===== config.mk =====
export PLATFORM = sky130hd
export DESIGN_NAME = pwmgen_top
export DESIGN_NICKNAME = d
export VERILOG_FILES = /design/src/rtl/pwmgen_pkg.sv /design/src/rtl/pwmgen_shadow.sv /design/src/rtl/pwmgen_counter.sv /design/src/rtl/pwmgen_events.sv /design/src/rtl/pwmgen_irq.sv /design/src/rtl/pwmgen_top.sv
export SDC_FILE = /design/constraint.sdc
export NUM_CORES = 1
export LEC_CHECK = 0
export BUFFER_PORTS_ARGS = -buffer_cell sky130_fd_sc_hd__buf_2
export CORE_MARGIN = 2
export CORE_UTILIZATION = 50
export DETAILED_ROUTE_END_ITERATION = 16
export PLACE_DENSITY_LB_ADDON = 0.3
export SLEW_MARGIN = 25
export SYNTH_ARGS = -nofsm -noshare
export SYNTH_HDL_FRONTEND = slang
export SYNTH_SLANG_ARGS = --single-unit
export TNS_END_PERCENT = 5

===== constraint.sdc =====
create_clock -name clk -period 6.05 [get_ports clk]
set_clock_uncertainty 0.15 [all_clocks]
set_input_delay 0.605 -clock clk [delete_from_list [all_inputs] [get_ports clk]]
set_output_delay 0.605 -clock clk [all_outputs]
set_load 0.02 [all_outputs]

===== src/rtl/pwmgen_pkg.sv =====
package pwmgen_pkg;
    localparam int NUM_EV   = 4;
    localparam int EV_ZERO  = 0;
    localparam int EV_LOAD  = 1;
    localparam int EV_CMPA  = 2;
    localparam int EV_CMPB  = 3;

    localparam int NUM_REG  = 3;
    localparam int REG_LOAD = 0;
    localparam int REG_CMPA = 1;
    localparam int REG_CMPB = 2;

    localparam int NUM_CH   = 2;
endpackage


===== src/rtl/pwmgen_shadow.sv =====
module pwmgen_shadow #(
    parameter int W = 16
) (
    input  logic         clk,
    input  logic         rst_n,
    input  logic         wr,
    input  logic [W-1:0] wdata,
    input  logic         sync_mode,
    input  logic         glb_update,
    input  logic         at_zero,
    output logic [W-1:0] active,
    output logic [W-1:0] active_nxt,
    output logic         pend,
    output logic         rel
);
    typedef struct packed {
        logic [W-1:0] shadow;
        logic [W-1:0] active;
        logic         pend;
        logic         rel;
    } st_t;

    st_t  st_d, st_q;
    logic commit;

    always_comb begin
        st_d   = st_q;
        commit = st_q.pend && at_zero && (!sync_mode || st_q.rel);
        if (commit) begin
            st_d.active = st_q.shadow;
            st_d.pend   = 1'b0;
            st_d.rel    = 1'b0;
        end else if (glb_update && st_q.pend) begin
            st_d.rel    = 1'b1;
        end
        if (wr) begin
            st_d.shadow = wdata;
            st_d.pend   = 1'b1;
            st_d.rel    = 1'b0;
        end
        active_nxt = st_d.active;
    end

    always_ff @(posedge clk or negedge rst_n) begin
        if (!rst_n) st_q <= '0;
        else        st_q <= st_d;
    end

    assign active = st_q.active;
    assign pend   = st_q.pend;
    assign rel    = st_q.rel;
endmodule


===== src/rtl/pwmgen_counter.sv =====
module pwmgen_counter #(
    parameter int W = 16
) (
    input  logic         clk,
    input  logic         rst_n,
    input  logic         clr,
    input  logic [W-1:0] reload,
    output logic [W-1:0] count,
    output logic         at_zero
);
    typedef struct packed {
        logic [W-1:0] count;
    } st_t;

    st_t st_d, st_q;

    always_comb begin
        st_d    = st_q;
        at_zero = (st_q.count == '0);
        if (clr)          st_d.count = '0;
        else if (at_zero) st_d.count = reload;
        else              st_d.count = st_q.count - 1'b1;
    end

    always_ff @(posedge clk or negedge rst_n) begin
        if (!rst_n) st_q <= '0;
        else        st_q <= st_d;
    end

    assign count = st_q.count;
endmodule


===== src/rtl/pwmgen_events.sv =====
module pwmgen_events
    import pwmgen_pkg::*;
#(
    parameter int W = 16
) (
    input  logic                          clk,
    input  logic                          rst_n,
    input  logic [W-1:0]                  count,
    input  logic [NUM_REG-1:0][W-1:0]     act,
    output logic [NUM_EV-1:0]             ev,
    output logic [NUM_CH-1:0]             pwm
);
    typedef struct packed {
        logic [NUM_CH-1:0] pwm;
    } st_t;

    st_t st_d, st_q;

    always_comb begin
        ev[EV_ZERO] = (count == '0);
        ev[EV_LOAD] = (count == act[REG_LOAD]);
        ev[EV_CMPA] = (count == act[REG_CMPA]);
        ev[EV_CMPB] = (count == act[REG_CMPB]);
        st_d = st_q;
        for (int ch = 0; ch < NUM_CH; ch++) begin
            if (ev[EV_CMPA + ch])  st_d.pwm[ch] = 1'b0;
            else if (ev[EV_LOAD])  st_d.pwm[ch] = 1'b1;
        end
    end

    always_ff @(posedge clk or negedge rst_n) begin
        if (!rst_n) st_q <= '0;
        else        st_q <= st_d;
    end

    assign pwm = st_q.pwm;
endmodule


===== src/rtl/pwmgen_irq.sv =====
module pwmgen_irq #(
    parameter int N = 4
) (
    input  logic         clk,
    input  logic         rst_n,
    input  logic [N-1:0] ev,
    input  logic [N-1:0] en,
    input  logic [N-1:0] clr,
    output logic         irq
);
    typedef struct packed {
        logic [N-1:0] stat;
    } st_t;

    st_t st_d, st_q;

    always_comb begin
        st_d      = st_q;
        st_d.stat = (st_q.stat & ~clr) | (ev & en);
    end

    always_ff @(posedge clk or negedge rst_n) begin
        if (!rst_n) st_q <= '0;
        else        st_q <= st_d;
    end

    assign irq = |st_q.stat;
endmodule


===== src/rtl/pwmgen_top.sv =====
module pwmgen_top
    import pwmgen_pkg::*;
#(
    parameter int CNT_W = 16
) (
    input  logic             clk,
    input  logic             rst_n,
    input  logic             sync_mode,
    input  logic             glb_update,
    input  logic             glb_cnt_clr,
    input  logic             load_wr,
    input  logic [CNT_W-1:0] load_wdata,
    input  logic             cmpa_wr,
    input  logic [CNT_W-1:0] cmpa_wdata,
    input  logic             cmpb_wr,
    input  logic [CNT_W-1:0] cmpb_wdata,
    input  logic [3:0]       irq_en,
    input  logic [3:0]       irq_clr,
    output logic [CNT_W-1:0] count,
    output logic             pwm_a,
    output logic             pwm_b,
    output logic [2:0]       pend,
    output logic             irq
);
    logic [NUM_REG-1:0]            wr_vec;
    logic [NUM_REG-1:0][CNT_W-1:0] wdata_vec;
    logic [NUM_REG-1:0][CNT_W-1:0] act_val;
    logic [NUM_REG-1:0][CNT_W-1:0] nxt_val;
    logic [NUM_REG-1:0]            pend_vec;
    logic [NUM_REG-1:0]            rel_vec;
    logic [NUM_EV-1:0]             ev;
    logic [NUM_CH-1:0]             pwm_vec;
    logic                          at_zero;
    logic                          unused_nxt;

    assign wr_vec    = {cmpb_wr, cmpa_wr, load_wr};
    assign wdata_vec = {cmpb_wdata, cmpa_wdata, load_wdata};

    for (genvar g = 0; g < NUM_REG; g++) begin : g_shadow
        pwmgen_shadow #(.W(CNT_W)) u_shadow (
            .clk        (clk),
            .rst_n      (rst_n),
            .wr         (wr_vec[g]),
            .wdata      (wdata_vec[g]),
            .sync_mode  (sync_mode),
            .glb_update (glb_update),
            .at_zero    (at_zero),
            .active     (act_val[g]),
            .active_nxt (nxt_val[g]),
            .pend       (pend_vec[g]),
            .rel        (rel_vec[g])
        );
    end

    assign unused_nxt = ^{nxt_val[REG_CMPA], nxt_val[REG_CMPB]};

    pwmgen_counter #(.W(CNT_W)) u_counter (
        .clk     (clk),
        .rst_n   (rst_n),
        .clr     (glb_cnt_clr),
        .reload  (nxt_val[REG_LOAD]),
        .count   (count),
        .at_zero (at_zero)
    );

    pwmgen_events #(.W(CNT_W)) u_events (
        .clk   (clk),
        .rst_n (rst_n),
        .count (count),
        .act   (act_val),
        .ev    (ev),
        .pwm   (pwm_vec)
    );

    pwmgen_irq #(.N(NUM_EV)) u_irq (
        .clk   (clk),
        .rst_n (rst_n),
        .ev    (ev),
        .en    (irq_en),
        .clr   (irq_clr),
        .irq   (irq)
    );

    assign pwm_a = pwm_vec[0];
    assign pwm_b = pwm_vec[1];
    assign pend  = pend_vec;
endmodule


==> flow_metrics.env, run 1 <==
export IMPL_post_cts_buffers=0
export IMPL_grt_start_max_net_pins=77
export IMPL_grt_overflow=0
export IMPL_outcome="finished with violations"
export IMPL_whs_ns=0.04377
export IMPL_clk_pin_slew_ns=0.05
export IMPL_yosysWarnings=0
export IMPL_initial_core_util=0.5152
export IMPL_cp_max_fo=18
export IMPL_synth_nets=512
export IMPL_htree_levels=4
export IMPL_slowest_delay_ns=0.81
export IMPL_synth_flop_cell="dfrtp_1"
export IMPL_yosysTopAreaCell="dfrtp_1"
export IMPL_fin_nets=585
export IMPL_ant_nets=0
export IMPL_worstSetupPathType="flip-flop to flip-flop"
export IMPL_drv_cap=0
export IMPL_yosys_top_cells_area="dfrtp_1 (52%), mux2_2 (14%), xnor2_1 (7.5%)"
export IMPL_final_cell_mix="dfrtp_1 (124), buf_2 (84), mux2_2 (73)"
export IMPL_die_w_um=112.9
export IMPL_final_max_slew_viol_count=0
export IMPL_fin_area_sq_um=6988
export IMPL_drive_gt1_frac=0.4286
export IMPL_drt_total_wl_um=12290
export IMPL_instances_no_fill=675
export IMPL_netlist_instances=446
export IMPL_hp_class="input pin to async pin"
export IMPL_antenna_found_initial=0
export IMPL_io_buffers=85
export IMPL_ys_ff_latch=124
export IMPL_hold_viol_final=0
export IMPL_antenna_cells=0
export IMPL_cp_data_arrival_time_ns=2.84
export IMPL_cts_root_buf="clkbuf_16"
export IMPL_rows=39
export IMPL_synth_edf_count=0
export IMPL_cts_tree="built"
export IMPL_setup_violations=0
export IMPL_vias=3650
export IMPL_die_h_um=112.9
export IMPL_synth_top_cell_area_share=0.5230
export IMPL_cts_sinks=124
export IMPL_syn_to_final_growth_pct=17.78
export IMPL_place_hpwl_um=8541
export IMPL_synth_area_sq_um=5933
export IMPL_rsz0062_at_grt="false"
export IMPL_grt_pass1_vias=3847
export IMPL_drc_errors=5
export IMPL_final_common_cell="dfrtp_1"
export IMPL_cp_cell_sequence="inv_1 > ha_1 > and2b_1 > nand3b_4 > nor3_4 > mux2_2"
export IMPL_async_reset_ff_frac=1.000
export IMPL_cp_end_kind="flip-flop"
export IMPL_dp_cells=642
export IMPL_firstDrtPassIters=10
export IMPL_cts_buffers=17
export IMPL_min_period_ns=2.698
export IMPL_wl_per_cell_um=18.20
export IMPL_period_share=0.4459
export IMPL_cp_num_buf_inv=1
export IMPL_pre_cts_slack_ns=3.309
export IMPL_synth_seq_area_share=0.5230
export IMPL_fin_ws_ns=3.352
export IMPL_syn_avg_cell_area_sq_um=13.30
export IMPL_max_freq_mhz=370.7
export IMPL_grt_util_all_layers=0.2070
export IMPL_cts_hold_buf=0
export IMPL_tightest_slew_ns=0.9656
export IMPL_p_leak_nw=3.079
export IMPL_violations="DRC"
export IMPL_ir_worst_vdd_uv=221.3
export IMPL_grt_first_pass_wirelength_um=20190
export IMPL_cts_max_path_buffers=2
export IMPL_slowest_stage="nor3_4"
export IMPL_power_density_nw_per_um2=506.4
export IMPL_core_area_sq_um=11520
export IMPL_critPathTopFamily="simple AND/OR/NAND/NOR gates"
export IMPL_io_pins=86
export IMPL_design_die_area_sq_um=12750
export IMPL_start_kind="flip-flop"
export IMPL_slew_headroom=0.3542
export IMPL_clk_latency_ns=0.42
export IMPL_place_area_sq_um=6346
export IMPL_cts_resized=0
export IMPL_place_gp_congestion=0.8708
export IMPL_yosysUniqueCellTypes=40
export IMPL_viasPerCell=5.407
export IMPL_setup_tns_final_ns=0
export IMPL_drt_initial_drc_count=176
export IMPL_worstPathRequired_ns=6.19
[sequential cells by signal, summed over array words and instances, names as in the netlist]
name / cells
g_shadow.u_shadow.active: 48
g_shadow.u_shadow.pend: 3
g_shadow.u_shadow.rel: 3
g_shadow.u_shadow.st_q: 48
u_counter.count: 16
u_events.pwm: 2
u_irq.st_q: 4
[worst paths after layout]
check | start | end | slack (ns) | depth (start not counted)
min | rst_n | g_shadow[0].u_shadow.st_q[27] | 0.04 | 1
max reg2reg | u_counter.count[0] | g_shadow[1].u_shadow.active[2] | 3.35 | 6
max | u_counter.count[0] | g_shadow[1].u_shadow.active[2] | 3.35 | 6
min reg2reg | g_shadow[1].u_shadow.st_q[24] | g_shadow[1].u_shadow.active[6] | 0.35 | 1
min in group clk | irq_clr[0] | u_irq.st_q[0] | 0.23 | 2
max in group asynchronous | rst_n | g_shadow[0].u_shadow.active[12] | 4.63 | 2
[synth_stat cells, types with 5 or more instances]
master	instances
buf_2	9
nand2_1	6
mux2_4	24
clkbuf_1	13
mux2i_1	15
inv_1	11
mux2_2	73
nor3_1	8
nand4_1	14
xnor2_1	51
a211oi_1	16
nor2_1	16
a21oi_1	6
nor4_1	5
buf_4	6
xor2_1	5
dfrtp_1	124
o21ai_0	9
nor3_4	5
[layer usage]
layer,part of all wire,global-route usage,routed length [um],vias to the layer above
met5,0,0,0,-
met4,0.013,0.06829,162,0
met3,0.059,0.05785,731,12
met2,0.48,0.3237,5850,110
met1,0.45,0.2820,5544,1810
li1,-,-,-,1718
[cell families (layout without fill, tap and decap cells)]
group,Yosys count,after routing,share of synthesized area
adder cells (fa/ha/maj),2,2,0.004217
AND/OR/NAND/NOR,68,68,0.07845
flip-flops,124,124,0.5230
buffers and inverters,45,131,0.04344
multiplexers,112,112,0.2246
XOR/XNOR,56,56,0.08267
AO/OA/AOI/OAI,39,39,0.04365
[where the power goes]
group | total (mW) | switching (mW) | internal (mW)
Sequential | 1.37 | 0.298 | 1.07
Clock | 1.06 | 0.373 | 0.687
Combinational | 1.11 | 0.492 | 0.618
Total | 3.54 | 1.16 | 2.38
[per-stage QoR]
stage                     utilization  power, mW
after detailed placement       0.5511      2.490
after floorplan                     -      2.238
final                          0.6068      3.539
after global placement         0.5504      2.456
after global routing           0.6068      3.736
after CTS                      0.6052      3.566
[cell type report]
cell class | instances | area [sq um]
clock buffers | 17 | 425.4
clock inverters | 15 | 197.7
fillers | 921 | 4528
inverters | 11 | 41.29
multi-input cells | 277 | 2580
flip-flops and latches | 124 | 3103
well taps | 143 | 178.9
repair buffers | 88 | 461.7
Note: power is estimated with default switching activity, not from simulation.
==> inputs of run 2 (changes only) <==
- clock period: 6.05 -> 2.5 ns (I/O delays scaled with it)
==> flow_metrics.env, run 2 (synthesized netlist as in run 1, its figures left out) <==
export IMPL_grt_util_all_layers=0.2285
export IMPL_cts_tree="built"
export IMPL_hold_viol_final=0
export IMPL_drt_initial_drc_count=216
export IMPL_rr_startpoint="u_counter.count[4]"
export IMPL_instances_no_fill=754
export IMPL_violations="DRC"
export IMPL_viasPerCell=5.418
export IMPL_cp_max_fo=8
export IMPL_slowest_delay_ns=0.56
export IMPL_hp_class="input pin to flip-flop"
export IMPL_fillers=824
export IMPL_cp_end_kind="flip-flop"
export IMPL_core_area_sq_um=11520
export IMPL_fin_nets=665
export IMPL_final_common_cell="dfrtp_1"
export IMPL_dp_cells=665
export IMPL_rows=39
export IMPL_start_kind="flip-flop"
export IMPL_drive_gt1_frac=0.4206
export IMPL_vias=4085
export IMPL_die_h_um=112.9
export IMPL_place_gp_congestion=0.8939
export IMPL_setup_tns_final_ns=0
export IMPL_ant_nets=0
export IMPL_tightest_slew_ns=0.4663
export IMPL_clk_pin_slew_ns=0.05
export IMPL_cts_max_path_buffers=2
export IMPL_final_cell_mix="dfrtp_1 (121), buf_2 (85), mux2_2 (73)"
export IMPL_syn_to_final_growth_pct=31.40
export IMPL_ff2ff_path_depth=8
export IMPL_cts_root_buf="clkbuf_16"
export IMPL_power_density_nw_per_um2=1146
export IMPL_grt_overflow=0
export IMPL_grt_pass1_vias=4257
export IMPL_min_period_ns=2.373
export IMPL_htree_levels=4
export IMPL_place_hpwl_um=9242
export IMPL_cp_cell_sequence="buf_4 > xnor2_1 > nand4_1 > nor4_2 > buf_4 > nand2_1 > o21ai_0 > dlygate4sd3_1"
export IMPL_drt_total_wl_um=13880
export IMPL_outcome="finished with violations"
export IMPL_hold_depth=3
export IMPL_postLayoutCoreUtil=0.6770
export IMPL_worstPathRequired_ns=2.70
export IMPL_design_die_area_sq_um=12750
export IMPL_drc_errors=5
export IMPL_worstHoldStart="glb_update"
export IMPL_grt_start_max_net_pins=51
export IMPL_clk_latency_ns=0.42
export IMPL_firstDrtPassIters=10
export IMPL_initial_core_util=0.5152
export IMPL_p_leak_nw=3.483
export IMPL_die_w_um=112.9
export IMPL_slowest_stage="dlygate4sd3_1"
export IMPL_slew_headroom=0.6891
export IMPL_io_buffers=85
export IMPL_drv_cap=0
export IMPL_io_pins=86
export IMPL_final_max_slew_viol_count=0
export IMPL_grt_first_pass_wirelength_um=22220
export IMPL_ir_worst_vdd_uv=576.6
export IMPL_crit_path_frequent_cell="buf_4"
export IMPL_hold_path_end="g_shadow[1].u_shadow.rel"
export IMPL_wl_per_cell_um=18.41
export IMPL_cp_data_arrival_time_ns=2.57
export IMPL_worstSetupPathType="flip-flop to flip-flop"
export IMPL_cts_buffers=17
export IMPL_rsz0062_at_grt="false"
export IMPL_cts_sinks=124
export IMPL_rr_endpoint="u_irq.st_q[1]"
export IMPL_antenna_cells=0
export IMPL_setup_violations=0
export IMPL_antenna_found_initial=0
export IMPL_period_share=0.9492
export IMPL_ff2ff_setup_slack_ns=0.13
export IMPL_max_freq_mhz=421.4
export IMPL_post_cts_buffers=0
-- run 2: area by class of cell --
class                   count  area [sq um]  share of cell area
flip-flops and latches    124          3107              0.3985
multi-input cells         277          2606              0.3343
repair buffers            168          1232              0.1581
clock buffers              25         525.5             0.06740
well taps                 143         178.9             0.02295
clock inverters             6         105.1             0.01348
inverters                  11         41.29            0.005296
-- run 2: report_power, final --
group | leakage, nW | internal [mW] | switching [mW]
registers | 1.50 | 2.60 | 0.572
logic | 1.67 | 1.70 | 1.47
clock network | 0.315 | 1.74 | 0.849
total | 3.48 | 6.04 | 2.89
-- run 2: critical path, delay by kind of cell, from the launching register on --
kind	cells	cell delay (ns)
compound gates	1	0.06
xor+xnor	1	0.16
buf+inv	3	0.93
flops	1	0.41
simple gates	3	0.59
-- run 2: how the worst max path moves through the flow --
stage	endpoint	start
after global routing	u_irq.st_q[3]	u_counter.count[4]
after floorplan	u_counter.count[14]	u_counter.count[0]
after global placement	u_counter.count[14]	u_counter.count[1]
after CTS	u_irq.st_q[1]	u_counter.count[10]
after detailed placement	u_counter.count[14]	u_counter.count[0]
final	u_irq.st_q[1]	u_counter.count[4]
-- run 2: repair_timing --
item,4_1_cts,5_1_grt
hold buffers,57,0
hold endpoints to repair,82,0
gates resized for setup,0,10
setup endpoints to repair,0,4
-- run 2: per-layer routing --
layer	global-route usage	wire, um
met3	0.06052	636
met5	0	0
met2	0.3643	6786
met4	0.09431	188
met1	0.2993	6271
-- run 2: through the flow --
| stage | worst slack [ns] | cell area [sq um] | total power, mW | hold WS, ns |
|---|---|---|---|---|
| 6_report | 0.1271 | 7796 | 8.938 | 0.04231 |
| 5_1_grt | 0.003549 | 7796 | 9.411 | 0.04456 |
| 4_1_cts | 0.05591 | 7750 | 8.920 | 0.03201 |
| 3_5_place_dp | 0.2432 | 6549 | 6.227 | 0.07347 |
| 3_3_place_gp | 0.3490 | 6549 | 6.140 | 0.06799 |
| 2_1_floorplan | 0.1110 | 5933 | 5.416 | -0.1956 |
==> inputs of run 3 (changes only) <==
- MAX_ROUTING_LAYER: unset -> met4
- clock period: 2.5 -> 2.77 ns (I/O delays scaled with it)
==> flow_metrics.env, run 3 (synthesized netlist as in run 1, its figures left out) <==
export IMPL_p_leak_nw=3.405
export IMPL_core_area_sq_um=11520
export IMPL_drive_gt1_frac=0.3923
export IMPL_rsz0062_at_grt="false"
export IMPL_worstPathRequired_ns=2.97
export IMPL_grt_start_max_net_pins=48
export IMPL_final_common_cell="dfrtp_1"
export IMPL_io_buffers=85
export IMPL_place_gp_congestion=0.9506
export IMPL_setup_violations=0
export IMPL_grt_first_pass_wirelength_um=22850
export IMPL_tightest_slew_ns=0.7239
export IMPL_multi_input_area_sq_um=2572
export IMPL_cp_data_arrival_time_ns=2.86
export IMPL_hp_class="input pin to flip-flop"
export IMPL_ant_nets=0
export IMPL_slew_headroom=0.5174
export IMPL_hold_viol_final=0
export IMPL_drc_errors=5
export IMPL_design_die_area_sq_um=12750
export IMPL_cts_max_path_buffers=2
export IMPL_grt_pass1_vias=4393
export IMPL_final_cell_mix="dfrtp_1 (124), buf_2 (84), mux2_2 (73)"
export IMPL_power_density_nw_per_um2=1040
export IMPL_fillers=836
export IMPL_cts_tree="built"
export IMPL_fin_nets=654
export IMPL_clk_latency_ns=0.41
export IMPL_setup_tns_final_ns=0
export IMPL_start_kind="flip-flop"
export IMPL_drt_total_wl_um=13760
export IMPL_drt_initial_drc_count=191
export IMPL_final_max_slew_viol_count=0
export IMPL_rows=39
export IMPL_fin_area_sq_um=7647
export IMPL_cts_buffers=17
export IMPL_io_pins=86
export IMPL_wl_per_cell_um=18.54
export IMPL_firstDrtPassIters=10
export IMPL_antenna_found_initial=0
export IMPL_outcome="finished with violations"
export IMPL_grt_overflow=0
export IMPL_vias=4037
export IMPL_fin_ws_ns=0.1143
export IMPL_viasPerCell=5.441
export IMPL_pre_cts_slack_ns=0.4304
export IMPL_cts_sinks=124
export IMPL_cp_end_kind="flip-flop"
export IMPL_violations="DRC"
export IMPL_antenna_cells=0
export IMPL_die_w_um=112.9
export IMPL_max_freq_mhz=376.5
export IMPL_initial_core_util=0.5152
export IMPL_clk_pin_slew_ns=0.05
export IMPL_place_hpwl_um=9236
export IMPL_ir_worst_vdd_uv=550.4
export IMPL_min_period_ns=2.656
export IMPL_post_cts_buffers=0
export IMPL_htree_levels=4
export IMPL_die_h_um=112.9
export IMPL_register_area_sq_um=3103
export IMPL_syn_to_final_growth_pct=28.89
export IMPL_grt_util_all_layers=0.2414
export IMPL_cts_root_buf="clkbuf_16"
export IMPL_place_area_sq_um=6461
export IMPL_worstSetupPathType="flip-flop to flip-flop"
export IMPL_drv_cap=0
export IMPL_period_share=0.9587
export IMPL_cts_resized=0
export IMPL_cp_max_fo=7
-- run 3: layer usage --
metal / track usage / wire length, um / up-vias
met4: 0.09431 / 331 / 0
met1: 0.3071 / 6007 / 2031
li1: - / - / 1849
met3: 0.05678 / 684 / 28
met2: 0.3787 / 6737 / 129
met5: - / 0 / -
-- run 3: layout make-up --
class / count / share of cell area
clock buffer: 23 / 0.06250
multi-input combinational: 277 / 0.3364
tap: 143 / 0.02340
clock inverter: 7 / 0.01800
timing repair buffer: 157 / 0.1486
inverter: 11 / 0.005399
sequential: 124 / 0.4058
-- run 3: what timing repair did --
action | in CTS | in global routing
hold endpoints to repair | 89 | 0
setup endpoints to repair | 0 | 0
hold buffers | 57 | 0
-- run 3: path summary, 6_finish.rpt --
path	startpoint	endpoint	depth (start not counted)	slack, ns
min	glb_update	g_shadow[2].u_shadow.rel	3	0.07
max reg2reg	u_counter.count[10]	u_irq.st_q[1]	6	0.11
max in group asynchronous	rst_n	g_shadow[2].u_shadow.active[9]	3	1.54
min reg2reg	g_shadow[2].u_shadow.st_q[31]	g_shadow[2].u_shadow.active[13]	1	0.35
max	u_counter.count[10]	u_irq.st_q[1]	6	0.11
min in group asynchronous	rst_n	g_shadow[0].u_shadow.st_q[26]	2	0.24
-- run 3: power breakdown --
part / internal [mW] / switching (mW)
Clock: 1.56 / 0.757
Combinational: 1.46 / 1.23
Sequential: 2.34 / 0.592
Total: 5.37 / 2.58
-- run 3: per-stage QoR --
step / instances / total power [mW] / hold WS (ns) / util
2_1_floorplan: 446 / 4.888 / -0.1686 / -
3_3_place_gp: 655 / 5.479 / 0.1445 / 0.5611
3_5_place_dp: 655 / 5.558 / 0.1465 / 0.5611
4_1_cts: 742 / 7.981 / 0.05586 / 0.6641
5_1_grt: 742 / 8.377 / 0.07075 / 0.6641
6_report: 742 / 7.950 / 0.06970 / 0.6641
-- run 3: critical path, stage by stage (launching register included) --
cell and delay (ns):
dfrtp_1 0.52, xnor2_1 0.39, nand4_1 0.18, nor4_1 0.61, nand2_1 0.10, o21ai_0 0.08, dlygate4sd3_1 0.56
